### src/rtl/txd_pkg.sv
package txd_pkg;

  typedef enum logic [2:0] {
    S_IDLE,
    S_REQ,
    S_WAIT,
    S_OUT,
    S_SUSP
  } fetch_st_e;

  localparam logic [1:0] STAT_IDLE = 2'd0;
  localparam logic [1:0] STAT_RUN  = 2'd1;
  localparam logic [1:0] STAT_SUSP = 2'd2;

  localparam logic [1:0] SEL_CTRL  = 2'd0;
  localparam logic [1:0] SEL_START = 2'd1;
  localparam logic [1:0] SEL_SIZE  = 2'd2;
  localparam logic [1:0] SEL_TAIL  = 2'd3;

endpackage

### src/rtl/txd_regs.sv
module txd_regs
  import txd_pkg::*;
#(
  parameter int AW    = 32,
  parameter int IDX_W = 8
) (
  input  logic             clk,
  input  logic             rst_n,
  input  logic             cfg_we,
  input  logic [1:0]       cfg_sel,
  input  logic [AW-1:0]    cfg_wdata,
  output logic             run_o,
  output logic [AW-1:0]    start_o,
  output logic [IDX_W-1:0] last_o,
  output logic [AW-1:0]    tail_o,
  output logic             tail_upd_o
);

  logic             run_q, run_d;
  logic [AW-1:0]    start_q, start_d;
  logic [IDX_W-1:0] last_q, last_d;
  logic [AW-1:0]    tail_q, tail_d;
  logic             upd_q, upd_d;

  always_comb begin
    run_d   = run_q;
    start_d = start_q;
    last_d  = last_q;
    tail_d  = tail_q;
    upd_d   = 1'b0;
    if (cfg_we) begin
      unique case (cfg_sel)
        SEL_CTRL:  run_d   = cfg_wdata[0];
        SEL_START: start_d = cfg_wdata;
        SEL_SIZE:  last_d  = cfg_wdata[IDX_W-1:0];
        default: begin
          tail_d = cfg_wdata;
          upd_d  = 1'b1;
        end
      endcase
    end
  end

  always_ff @(posedge clk or negedge rst_n) begin
    if (!rst_n) begin
      run_q   <= 1'b0;
      start_q <= '0;
      last_q  <= '0;
      tail_q  <= '0;
      upd_q   <= 1'b0;
    end else begin
      run_q   <= run_d;
      start_q <= start_d;
      last_q  <= last_d;
      tail_q  <= tail_d;
      upd_q   <= upd_d;
    end
  end

  assign run_o      = run_q;
  assign start_o    = start_q;
  assign last_o     = last_q;
  assign tail_o     = tail_q;
  assign tail_upd_o = upd_q;

  // the wake strobe follows only a tail write
  a_r8_upd_from_write: assert property (@(posedge clk) disable iff (!rst_n)
    tail_upd_o |-> $past(cfg_we) && ($past(cfg_sel) == SEL_TAIL));

endmodule

### src/rtl/txd_tailmap.sv
module txd_tailmap #(
  parameter int AW    = 32,
  parameter int IDX_W = 8,
  parameter int SH    = 4
) (
  input  logic [AW-1:0]    start_i,
  input  logic [AW-1:0]    tail_i,
  input  logic [IDX_W-1:0] last_i,
  output logic [IDX_W-1:0] tail_idx_o
);

  logic [AW-1:0]    diff;
  logic [IDX_W-1:0] off;

  always_comb begin
    diff = tail_i - start_i;
    off  = IDX_W'(diff >> SH);
    if (off > last_i) tail_idx_o = off - last_i - IDX_W'(1);
    else              tail_idx_o = off;
  end

endmodule

### src/rtl/txd_ctl.sv
module txd_ctl
  import txd_pkg::*;
#(
  parameter int AW         = 32,
  parameter int DW         = 32,
  parameter int IDX_W      = 8,
  parameter int DESC_WORDS = 4
) (
  input  logic             clk,
  input  logic             rst_n,
  input  logic             run_i,
  input  logic [AW-1:0]    start_i,
  input  logic [IDX_W-1:0] last_i,
  input  logic [IDX_W-1:0] tail_idx_i,
  input  logic             tail_upd_i,
  output logic             mem_req_valid,
  input  logic             mem_req_ready,
  output logic [AW-1:0]    mem_req_addr,
  input  logic             mem_rsp_valid,
  input  logic [DW-1:0]    mem_rsp_data,
  output logic             out_valid,
  input  logic             out_ready,
  output logic [DW-1:0]    out_data,
  output logic             out_last,
  output logic [AW-1:0]    cur_addr,
  output logic [1:0]       status,
  output logic             suspend_pulse
);

  localparam int WSEL_W = (DESC_WORDS > 1) ? $clog2(DESC_WORDS) : 1;
  localparam int BSH    = $clog2(DW / 8);
  localparam int SH     = $clog2(DESC_WORDS * DW / 8);
  localparam logic [WSEL_W-1:0] WSEL_LAST = WSEL_W'(DESC_WORDS - 1);

  fetch_st_e         st_q, st_d;
  logic [IDX_W-1:0]  idx_q, idx_d, idx_inc;
  logic [WSEL_W-1:0] wsel_q, wsel_d;
  logic [DW-1:0]     dat_q;
  logic              dat_en;
  logic              pulse_q, pulse_d;

  assign idx_inc = (idx_q == last_i) ? '0 : idx_q + IDX_W'(1);

  always_comb begin
    st_d    = st_q;
    idx_d   = idx_q;
    wsel_d  = wsel_q;
    dat_en  = 1'b0;
    pulse_d = 1'b0;
    unique case (st_q)
      S_IDLE: begin
        idx_d  = '0;
        wsel_d = '0;
        if (run_i) begin
          if (tail_idx_i == idx_q) begin
            st_d    = S_SUSP;
            pulse_d = 1'b1;
          end else begin
            st_d = S_REQ;
          end
        end
      end
      S_REQ: begin
        if (mem_req_ready) st_d = S_WAIT;
      end
      S_WAIT: begin
        if (mem_rsp_valid) begin
          dat_en = 1'b1;
          st_d   = S_OUT;
        end
      end
      S_OUT: begin
        if (out_ready) begin
          if (wsel_q == WSEL_LAST) begin
            wsel_d = '0;
            if (!run_i) begin
              st_d  = S_IDLE;
              idx_d = '0;
            end else begin
              idx_d = idx_inc;
              if (idx_inc == tail_idx_i) begin
                st_d    = S_SUSP;
                pulse_d = 1'b1;
              end else begin
                st_d = S_REQ;
              end
            end
          end else begin
            wsel_d = wsel_q + WSEL_W'(1);
            st_d   = S_REQ;
          end
        end
      end
      S_SUSP: begin
        if (!run_i) begin
          st_d  = S_IDLE;
          idx_d = '0;
        end else if (tail_upd_i && (tail_idx_i != idx_q)) begin
          st_d = S_REQ;
        end
      end
      default: st_d = S_IDLE;
    endcase
  end

  always_ff @(posedge clk or negedge rst_n) begin
    if (!rst_n) begin
      st_q    <= S_IDLE;
      idx_q   <= '0;
      wsel_q  <= '0;
      pulse_q <= 1'b0;
    end else begin
      st_q    <= st_d;
      idx_q   <= idx_d;
      wsel_q  <= wsel_d;
      pulse_q <= pulse_d;
    end
  end

  always_ff @(posedge clk or negedge rst_n) begin
    if (!rst_n)      dat_q <= '0;
    else if (dat_en) dat_q <= mem_rsp_data;
  end

  assign cur_addr      = start_i + (AW'(idx_q) << SH);
  assign mem_req_valid = (st_q == S_REQ);
  assign mem_req_addr  = cur_addr + (AW'(wsel_q) << BSH);
  assign out_valid     = (st_q == S_OUT);
  assign out_data      = dat_q;
  assign out_last      = (wsel_q == WSEL_LAST);
  assign suspend_pulse = pulse_q;

  always_comb begin
    unique case (st_q)
      S_IDLE:  status = STAT_IDLE;
      S_SUSP:  status = STAT_SUSP;
      default: status = STAT_RUN;
    endcase
  end

  // request and output words hold until accepted
  a_r4_req_hold: assert property (@(posedge clk) disable iff (!rst_n)
    mem_req_valid && !mem_req_ready |=> mem_req_valid && $stable(mem_req_addr));
  a_r4_out_hold: assert property (@(posedge clk) disable iff (!rst_n)
    out_valid && !out_ready |=> out_valid && $stable(out_data));
  // the index holds unless a descriptor completes or the engine stops
  a_r5_idx_hold: assert property (@(posedge clk) disable iff (!rst_n)
    (st_q != S_IDLE) && run_i && !(out_valid && out_ready && out_last) |=> $stable(idx_q));
  // the index never leaves the ring
  a_r6_idx_in_ring: assert property (@(posedge clk) disable iff (!rst_n)
    (st_q != S_IDLE) |-> idx_q <= last_i);
  // no fetch while suspended; strobe is a single cycle at entry
  a_r7_no_fetch: assert property (@(posedge clk) disable iff (!rst_n)
    (status == STAT_SUSP) |-> !mem_req_valid);
  a_r7_pulse_state: assert property (@(posedge clk) disable iff (!rst_n)
    suspend_pulse |-> status == STAT_SUSP);
  a_r7_pulse_single: assert property (@(posedge clk) disable iff (!rst_n)
    suspend_pulse |=> !suspend_pulse);
  // the mapped tail lies inside the ring once running
  a_r9_tail_in_ring: assert property (@(posedge clk) disable iff (!rst_n)
    (st_q != S_IDLE) |-> tail_idx_i <= last_i);

endmodule

### src/rtl/txd_ring_fetch.sv
module txd_ring_fetch #(
  parameter int AW         = 32,
  parameter int DW         = 32,
  parameter int IDX_W      = 8,
  parameter int DESC_WORDS = 4
) (
  input  logic          clk,
  input  logic          rst_n,
  input  logic          cfg_we,
  input  logic [1:0]    cfg_sel,
  input  logic [AW-1:0] cfg_wdata,
  output logic [AW-1:0] cur_addr,
  output logic          mem_req_valid,
  input  logic          mem_req_ready,
  output logic [AW-1:0] mem_req_addr,
  input  logic          mem_rsp_valid,
  input  logic [DW-1:0] mem_rsp_data,
  output logic          out_valid,
  input  logic          out_ready,
  output logic [DW-1:0] out_data,
  output logic          out_last,
  output logic [1:0]    status,
  output logic          suspend_pulse
);

  localparam int SH = $clog2(DESC_WORDS * DW / 8);

  logic             run;
  logic [AW-1:0]    start;
  logic [IDX_W-1:0] last;
  logic [AW-1:0]    tail;
  logic             tail_upd;
  logic [IDX_W-1:0] tail_idx;

  txd_regs #(.AW(AW), .IDX_W(IDX_W)) u_regs (
    .clk        (clk),
    .rst_n      (rst_n),
    .cfg_we     (cfg_we),
    .cfg_sel    (cfg_sel),
    .cfg_wdata  (cfg_wdata),
    .run_o      (run),
    .start_o    (start),
    .last_o     (last),
    .tail_o     (tail),
    .tail_upd_o (tail_upd)
  );

  txd_tailmap #(.AW(AW), .IDX_W(IDX_W), .SH(SH)) u_tmap (
    .start_i    (start),
    .tail_i     (tail),
    .last_i     (last),
    .tail_idx_o (tail_idx)
  );

  txd_ctl #(.AW(AW), .DW(DW), .IDX_W(IDX_W), .DESC_WORDS(DESC_WORDS)) u_ctl (
    .clk           (clk),
    .rst_n         (rst_n),
    .run_i         (run),
    .start_i       (start),
    .last_i        (last),
    .tail_idx_i    (tail_idx),
    .tail_upd_i    (tail_upd),
    .mem_req_valid (mem_req_valid),
    .mem_req_ready (mem_req_ready),
    .mem_req_addr  (mem_req_addr),
    .mem_rsp_valid (mem_rsp_valid),
    .mem_rsp_data  (mem_rsp_data),
    .out_valid     (out_valid),
    .out_ready     (out_ready),
    .out_data      (out_data),
    .out_last      (out_last),
    .cur_addr      (cur_addr),
    .status        (status),
    .suspend_pulse (suspend_pulse)
  );

endmodule

### config.mk
export PLATFORM = sky130hd
export DESIGN_NAME = txd_ring_fetch
export DESIGN_NICKNAME = d
export VERILOG_FILES = /design/src/rtl/txd_pkg.sv /design/src/rtl/txd_regs.sv /design/src/rtl/txd_tailmap.sv /design/src/rtl/txd_ctl.sv /design/src/rtl/txd_ring_fetch.sv
export SDC_FILE = /design/constraint.sdc
export NUM_CORES = 1
export LEC_CHECK = 0
export ABC_AREA = 1
export BUFFER_PORTS_ARGS = -buffer_cell sky130_fd_sc_hd__clkbuf_2
export CAP_MARGIN = 0
export CORE_MARGIN = 2
export CORE_UTILIZATION = 25
export CTS_BUF_LIST = sky130_fd_sc_hd__clkbuf_8 sky130_fd_sc_hd__clkbuf_16
export DETAILED_ROUTE_END_ITERATION = 6
export PLACE_DENSITY = 0.49
export SLEW_MARGIN = 20
export SYNTH_ARGS = -nofsm -noshare
export SYNTH_HDL_FRONTEND = slang
export SYNTH_SLANG_ARGS = --single-unit
export TNS_END_PERCENT = 20
### constraint.sdc
create_clock -name clk -period 4.6 [get_ports clk]
set_clock_uncertainty 0.05 [all_clocks]
set_input_delay 0.23 -clock clk [delete_from_list [all_inputs] [get_ports clk]]
set_output_delay 0.23 -clock clk [all_outputs]
set_load 0.02 [all_outputs]
==> flow_summary.yaml, run 1 <==
routing:
  drtAntennaViolNets: 0
  routed-wl-met3_um: 1140
  vias: 7310
  drt-vias-per-instance: 4.48
  wl_per_cell_um: 14.8
  highest_layer: "met5"
  wirelength_um: 24100
  drtPass1Iterations: 5
  drt_iter0_drc: 364
  wl_met2_um: 11500
  drc: 0
  met1_length_um: 11100
timing:
  finalSetupViolations: 0
  slew_headroom: 0.418
  fin_crit_sh: 0.892
  tns_ns: 0
  postLayoutSetupSlackWorst_ns: 0.497
  hold_viol: 0
  slew_viol_final: 0
  fmax_mhz: 244
  fin_crit_ns: 4.10
  grt_setup_unrepaired: "no"
  worst_pin_slew_ns: 0.871
floorplan:
  die_w_um: 177
  initial_core_util: 0.253
  die_h_um: 177
  fp-row-count: 63
  core_sq_mm: 0.0296
  ioPinCount: 174
  die_area_sq_mm: 0.0314
power_and_ir_drop:
  ir_worst_vdd_uv: 173
  p_per_area_mw_per_mm2: 541
  power.static_leakage_nw: 4.87
  total_power_mw: 4.92
placement:
  dp_cells: 1616
  place.detailed.hpwl_um: 20000
  port_buffers: 173
  pre_cts_slack_ns: 0.290
  place.gp.congestion: 0.920
layout:
  area_growth_pct: 21.5
  final_cell_mix: "312 x nand2_1, 172 x clkbuf_2, 161 x inv_1"
  mostFrequentLayoutCell: "nand2_1"
  fin_nets: 1345
  layout-drive-gt1-share: 0.208
  instances_no_fill: 1633
  diodes: 0
worst_setup_path:
  worstPathRequired_ns: 4.80
  cpMaxStageDelayCell: "dfrtp_1"
  cp-start-kind: "flip-flop"
  critPathMaxStageDelay_ns: 0.42
  crit_arrival_ns: 4.30
  path_delay_family: "simple AND/OR/NAND/NOR gates"
  cp-end-kind: "flip-flop"
  cpMostUsedCell: "nand2_1"
  path_buf_inv: 3
  path_class: "flip-flop to flip-flop"
  crit_fanout: 15
global_routing:
  grt_usage: 0.155
  grt_overflow_total: 0
  grt_pass1_wl_um: 37800
  grt_max_degree: 53
  antenna_found_initial: 1
  grt_pass1_vias: 7097
clock_network:
  cts-htree-levels: 3
  clk_path_buf_depth: 2
  cts_buffers: 9
  cts_tree: "yes"
  root_buffer: "clkbuf_16"
  worst_skew_pair.late_latency_ns: 0.35
  clk_transition_reported_paths_ns: 0.08
  cts_sinks: 100
yosys:
  synthCells: 1067
  yosysUniqueCellTypes: 43
  syn_nets: 1173
  muxShareOfSynthArea: 0.0662
  synth_compound_area_frac: 0.0718
  synth_top_family_by_area: "simple AND/OR/NAND/NOR gates"
  yosys.area_share.simple: 0.327
  synth_xor_area_frac: 0.0464
  seq_area_frac_synth: 0.334
  syn_area_per_cell_sq_um: 7.02
  synth_seq_cells: 100
  yosys_warnings: 0
  synth_adder_area_share: 0.0598
  synth_area_sq_mm: 0.00749
outcome:
  status: "finished clean"
run:
  drv_cap: 0
worst_hold_path:
  hold_path_class: "input port to flip-flop"
==> registers in the layout, summed over array words and instances, names as in the netlist <==
register and cells:
u_ctl.idx_q 8, u_ctl.out_data 32, u_ctl.st_q 3, u_ctl.suspend_pulse 1, u_ctl.wsel_q 2, u_regs.last_o 8
u_regs.run_o 1, u_regs.start_o 32, u_regs.tail_o 12, u_regs.tail_upd_o 1
==> kinds of logic (layout without fill, tap and decap cells) <==
logic type,Yosys count,after routing
XOR/XNOR,38,38
buffers and inverters,182,358
AND/OR/NAND/NOR,571,571
adder cells (fa/ha/maj),34,34
flip-flops,100,100
AO/OA/AOI/OAI,98,98
multiplexers,44,44
==> worst paths after layout <==
check	from	to	slack, ns	cells after the start
max	u_regs.start_o[5]$_DFFE_PN0P_	u_ctl.st_q[2]$_DFFE_PN0P_	0.50	25
min reg2reg	u_regs.tail_o[0]$_DFFE_PN0P_	u_regs.tail_o[0]$_DFFE_PN0P_	0.44	2
min in group asynchronous	rst_n	u_regs.last_o[1]$_DFFE_PN0P_	0.40	2
min	mem_rsp_data[16]	u_ctl.out_data[16]$_DFFE_PN0P_	0.05	2
max reg2reg	u_regs.start_o[5]$_DFFE_PN0P_	u_ctl.st_q[2]$_DFFE_PN0P_	0.50	25
max in group asynchronous	rst_n	u_regs.start_o[26]$_DFFE_PN0P_	2.96	3
==> area by class of cell <==
type | instances | area (sq um)
clock buffers | 9 | 225
clock inverters | 6 | 55.1
fillers | 3291 | 20500
inverters | 163 | 612
multi-input cells | 785 | 4290
flip-flops and latches | 100 | 2500
well taps | 390 | 488
repair buffers | 180 | 923
==> power breakdown <==
group / switching [mW] / internal, mW
combinational: 1.87 / 1.01
clock: 0.362 / 0.376
sequential: 0.185 / 1.12
==> Yosys cell counts, drive strengths merged <==
master,count,area share
xor2,34,0.042
and2,2,0.0017
or2,4,0.0033
o221ai,1,0.0012
a31oi,1,0.00084
mux2,44,0.066
nand2,315,0.16
o21ai,48,0.032
ha,31,0.052
nor3b,1,0.0010
nor3,13,0.012
o22ai,9,0.0075
a21oi,30,0.021
fa,3,0.0080
o22a,1,0.0012
buf,11,0.0089
xnor2,4,0.0047
a21o,1,0.0010
inv,163,0.082
o31ai,1,0.0010
nor4,2,0.0017
nand4,22,0.018
a21boi,1,0.0010
o21a,2,0.0020
nand3,103,0.069
nand3b,6,0.0060
clkbuf,8,0.0040
dfrtp,100,0.33
nor2,103,0.055
o21bai,3,0.0030
==> routing by layer <==
metal  track usage  vias up
met5             0        -
met4        0.0489        2
met3        0.0264       21
met2         0.263      163
met1         0.200     3362
li1              -     3762
==> per-stage QoR <==
step / area [sq um] / hold WS (ns) / util
2_1_floorplan: 7490 / -0.116 / -
3_3_place_gp: 8790 / 0.259 / 0.297
3_5_place_dp: 8790 / 0.260 / 0.297
4_1_cts: 9080 / 0.0317 / 0.307
5_1_grt: 9100 / 0.0282 / 0.308
6_report: 9100 / 0.0483 / 0.308
==> timing repair <==
item | 4_1_cts | 5_1_grt
hold buffers | 1 | 0
setup buffers | 0 | 1
setup endpoints to repair | 0 | 4
endpoints found under the hold margin | 48 | 0
resized for setup | 0 | 2
Note: power is estimated with default switching activity, not from simulation.
==> inputs of run 2 (changes only) <==
CORE_UTILIZATION = 45   (was 25)
PLACE_DENSITY = 0.75   (was 0.49)
==> run 2 against run 1 <==
Effect of this change:
- power down 0.56%
- sequential cell count stayed put
- first-iteration DRC count rose by 48%
- non-clock buffer count fell by 3
- routed wire length shrank 14%
- register-to-register slack worse by 0.02 ns
- cell count is 11% lower
- clock-buffer cell count is the same
- clock power rose by 7.9%
- critical path type unchanged
==> flow_summary.yaml, run 2 (same netlist as run 1, synthesis figures left out) <==
floorplan:
  fp-row-count: 47
  initial_core_util: 0.456
  ioPinCount: 174
  die_h_um: 133
  die_area_sq_mm: 0.0177
  core_sq_mm: 0.0164
  die_w_um: 133
placement:
  place.detailed.hpwl_um: 16800
  place_area_sq_mm: 0.00856
  dp_cells: 1444
  place.gp.congestion: 0.969
  port_buffers: 173
worst_setup_path:
  rrSetupSlack_ns: 0.48
  cp-start-kind: "flip-flop"
  startpoint: "u_regs.start_o[5]$_DFFE_PN0P_"
  worstReg2RegStart: "u_regs.start_o[5]$_DFFE_PN0P_"
  worst_r2r_endpoint: "u_ctl.st_q[1]$_DFFE_PN0P_"
  crit_arrival_ns: 4.37
  cp-end-kind: "flip-flop"
  path_buf_inv: 3
  worstPathRequired_ns: 4.85
  path_delay_family: "simple AND/OR/NAND/NOR gates"
  critPathMaxStageDelay_ns: 0.42
  path_class: "flip-flop to flip-flop"
  cpMostUsedCell: "nand2_1"
  reg2reg_depth: 25
  crit_fanout: 16
  cpMaxStageDelayCell: "dfrtp_1"
routing:
  drt-vias-per-instance: 5.03
  wl_per_cell_um: 14.3
  drtAntennaViolNets: 0
  wirelength_um: 20800
  drtPass1Iterations: 5
  vias: 7355
  drt_iter0_drc: 540
  drc: 0
clock_network:
  root_buffer: "clkbuf_16"
  cts_sinks: 100
  clk_transition_reported_paths_ns: 0.08
  cts_tree: "yes"
  worst_skew_pair.late_latency_ns: 0.35
  cts_setup_buffers: 0
  cts_buffers: 9
  clk_path_buf_depth: 2
  cts-htree-levels: 3
layout:
  area_growth_pct: 18.7
  final_cell_area_sq_mm: 0.00889
  fin_nets: 1342
  mostFrequentLayoutCell: "nand2_1"
  diodes: 0
  final_cell_mix: "312 x nand2_1, 172 x clkbuf_2, 162 x inv_1"
  layout-drive-gt1-share: 0.205
  instances_no_fill: 1461
power_and_ir_drop:
  p_per_area_mw_per_mm2: 550
  ir_worst_vdd_uv: 297
  total_power_mw: 4.90
  power.static_leakage_nw: 4.87
worst_hold_path:
  hold-path-cell-count: 2
  min_to: "u_ctl.out_data[19]$_DFFE_PN0P_"
  hold_start: "mem_rsp_data[19]"
  hold_path_class: "input port to flip-flop"
global_routing:
  grt_pass1_wl_um: 33800
  grt_usage: 0.238
  grt_overflow_total: 0
  grt_pass1_vias: 6950
  antenna_found_initial: 0
  grt_max_degree: 57
timing:
  tns_ns: 0
  worst_pin_slew_ns: 0.970
  fin_crit_sh: 0.896
  fmax_mhz: 243
  holdWs_ns: 0.0496
  finalSetupViolations: 0
  slew_headroom: 0.351
  fin_crit_ns: 4.12
  hold_viol: 0
  grt_setup_unrepaired: "no"
  slew_viol_final: 0
run:
  drv_cap: 0
outcome:
  status: "finished clean"
run 2: final cells by class:
| type | count | area (sq um) |
|---|---|---|
| timing repair buffer | 177 | 901 |
| tap | 220 | 275 |
| inverter | 163 | 612 |
| clock inverter | 7 | 86.3 |
| sequential | 100 | 2500 |
| multi-input combinational | 785 | 4290 |
| fill | 1595 | 7510 |
| clock buffer | 9 | 225 |
run 2: metal layers:
metal | wire, um | up-vias | GRT usage
li1 | - | 3744 | -
met1 | 9180 | 3345 | 0.307
met2 | 9990 | 245 | 0.409
met3 | 1360 | 21 | 0.0414
met4 | 305 | 0 | 0.0735
met5 | 0 | - | 0
run 2: repair_timing:
action	in CTS	in global routing
endpoints found under the setup margin	0	4
gates resized for setup	0	2
hold buffers	1	0
endpoints found under the hold margin	55	0
run 2: where the power goes:
part	total, mW	internal, mW	leakage [nW]	switching [mW]
Clock	0.796	0.432	0.152	0.364
Sequential	1.31	1.12	1.22	0.188
Combinational	2.79	0.980	3.49	1.81
Total	4.90	2.53	4.87	2.36
run 2: how the worst max path moves through the flow:
stage	cells after the start	endpoint
after floorplan	26	u_ctl.st_q[2]$_DFFE_PN0P_
after global placement	25	u_ctl.st_q[0]$_DFFE_PN0P_
after detailed placement	25	u_ctl.st_q[1]$_DFFE_PN0P_
after CTS	25	u_ctl.st_q[1]$_DFFE_PN0P_
after global routing	25	u_ctl.st_q[1]$_DFFE_PN0P_
final	25	u_ctl.st_q[1]$_DFFE_PN0P_
run 2: metrics by stage:
stage	setup slack [ns]	util
finish	0.476	0.542
global route	0.0644	0.542
CTS	0.256	0.542
floorplan	1.08	-
detailed placement	0.304	0.522
global placement	0.511	0.522
==> inputs of run 3 (changes only) <==
RECOVER_POWER = 25   (was unset)
==> run 3 against run 2 <==
Effect of this change:
- the run now ends with DRC, capacitance limit, slew limit left
- routed wire length rose by 0.10%
- sequential cell count is the same
- combinational power about the same
- largest power group unchanged
- non-clock buffer count is the same
- worst hold slack about the same
- first-iteration DRC count increased by 6.9%
==> flow_summary.yaml, run 3 (same netlist as run 1, synthesis figures left out) <==
worst_setup_path:
  crit_fanout: 16
  endpoint: "u_ctl.st_q[1]$_DFFE_PN0P_"
  worst_r2r_endpoint: "u_ctl.st_q[1]$_DFFE_PN0P_"
  worstPathRequired_ns: 4.85
  path_class: "flip-flop to flip-flop"
  cp-start-kind: "flip-flop"
  worstReg2RegStart: "u_regs.start_o[5]$_DFFE_PN0P_"
  rrSetupSlack_ns: 0.48
  startpoint: "u_regs.start_o[5]$_DFFE_PN0P_"
  cp-end-kind: "flip-flop"
  reg2reg_depth: 25
  crit_arrival_ns: 4.37
global_routing:
  grt_pass1_wl_um: 33800
  antenna_found_initial: 0
  grt_overflow_total: 0
  grt_max_degree: 57
  grt_usage: 0.238
  grt_pass1_vias: 6950
worst_hold_path:
  hold_path_class: "input port to flip-flop"
  hold-path-cell-count: 2
routing:
  drt_iter0_drc: 577
  wirelength_um: 20900
  drt-vias-per-instance: 5.06
  drtAntennaViolNets: 0
  drtPass1Iterations: 7
  wl_per_cell_um: 14.3
  vias: 7388
  drc: 1
placement:
  place.detailed.hpwl_um: 16800
  place.gp.congestion: 0.969
  dp_cells: 1444
  port_buffers: 173
  place_area_sq_mm: 0.00856
floorplan:
  die_area_sq_mm: 0.0177
  ioPinCount: 174
  core_sq_mm: 0.0164
  fp-row-count: 47
  die_w_um: 133
  die_h_um: 133
  initial_core_util: 0.456
timing:
  slew_viol_final: 110
  fmax_mhz: 243
  worst_pin_slew_ns: 3.01
  grt_setup_unrepaired: "no"
  hold_viol: 0
  tns_ns: 0
  finalSetupViolations: 0
  slew_headroom: -1.01
  fin_crit_sh: 0.895
  fin_crit_ns: 4.12
layout:
  layout-drive-gt1-share: 0.201
  mostFrequentLayoutCell: "nand2_1"
  area_growth_pct: 18.5
  final_cell_mix: "312 x nand2_1, 170 x clkbuf_2, 162 x inv_1"
  final_cell_area_sq_mm: 0.00888
  diodes: 0
  filler_cell_count: 1601
  instances_no_fill: 1461
  fin_nets: 1342
clock_network:
  cts_tree: "yes"
  cts_buffers: 9
  clk_transition_reported_paths_ns: 0.08
  cts-htree-levels: 3
  cts_sinks: 100
  root_buffer: "clkbuf_16"
  worst_skew_pair.late_latency_ns: 0.35
  clk_path_buf_depth: 2
power_and_ir_drop:
  power.static_leakage_nw: 4.85
  p_per_area_mw_per_mm2: 552
  ir_worst_vdd_uv: 297
outcome:
  status: "finished with violations"
  failed_checks: "DRC, capacitance limit, slew limit"
run:
  drv_cap: 2
==> run 3: final cells by class <==
cell class                      count  area [sq um]  area share
Inverter                          163           612      0.0689
Clock inverter                      7          86.3     0.00972
Timing Repair Buffer              177           891       0.100
Sequential cell                   100          2500       0.282
Multi-Input combinational cell    785          4290       0.483
Clock buffer                        9           225      0.0254
Tap cell                          220           275      0.0310
==> run 3: worst min path at each step <==
stage	slack [ns]	start	to
floorplan	-0.12	rst_n	u_ctl.idx_q[0]$_DFFE_PN0P_
global placement	0.28	rst_n	u_regs.last_o[1]$_DFFE_PN0P_
detailed placement	0.28	rst_n	u_regs.last_o[4]$_DFFE_PN0P_
CTS	0.04	mem_rsp_data[16]	u_ctl.out_data[16]$_DFFE_PN0P_
global route	0.04	mem_rsp_data[16]	u_ctl.out_data[16]$_DFFE_PN0P_
finish	0.05	mem_rsp_data[19]	u_ctl.out_data[19]$_DFFE_PN0P_
==> run 3: worst max-delay path: stages, from the launching register on <==
cell,delay (ns)
dfrtp_1,0.42
inv_1,0.08
ha_1,0.36
nand2_1,0.13
inv_1,0.05
a21oi_1,0.25
nand2_1,0.14
nand2_1,0.11
nand2_1,0.07
nand2_1,0.09
nand2_1,0.08
ha_1,0.33
nand2_1,0.08
nor2_1,0.14
nand4_1,0.29
nand2_4,0.29
inv_1,0.16
nand3_1,0.13
nand3_1,0.08
nand2_1,0.08
nor2_1,0.05
nand3_1,0.13
nand2_1,0.09
a21oi_1,0.22
nand2_1,0.09
nand2_1,0.06
==> run 3: metrics by stage <==
step	setup WS, ns	utilization	power (mW)	hold slack, ns
detailed placement	0.304	0.522	4.09	0.279
global route	0.0644	0.541	5.30	0.0386
global placement	0.511	0.522	4.04	0.284
finish	0.481	0.541	4.90	0.0493
floorplan	1.08	-	3.32	-0.116
CTS	0.256	0.542	4.89	0.0399
==> run 3: repair_timing <==
action	CTS	global route
endpoints found under the setup margin	0	4
setup buffers	0	0
hold buffers	1	0
gates resized for setup	0	2
hold endpoints to repair	55	0
==> run 3: routing by layer <==
| metal | vias to the layer above | wire [um] | GRT usage |
|---|---|---|---|
| met5 | - | 0 | 0 |
| li1 | 3746 | - | - |
| met2 | 249 | 9920 | 0.409 |
| met1 | 3356 | 9250 | 0.307 |
| met3 | 37 | 1310 | 0.0414 |
| met4 | 0 | 380 | 0.0735 |
==> run 3: report_power, final <==
group	internal, mW	leakage, nW	switching, mW
registers	1.12	1.22	0.188
logic	0.979	3.48	1.81
clock network	0.432	0.152	0.365
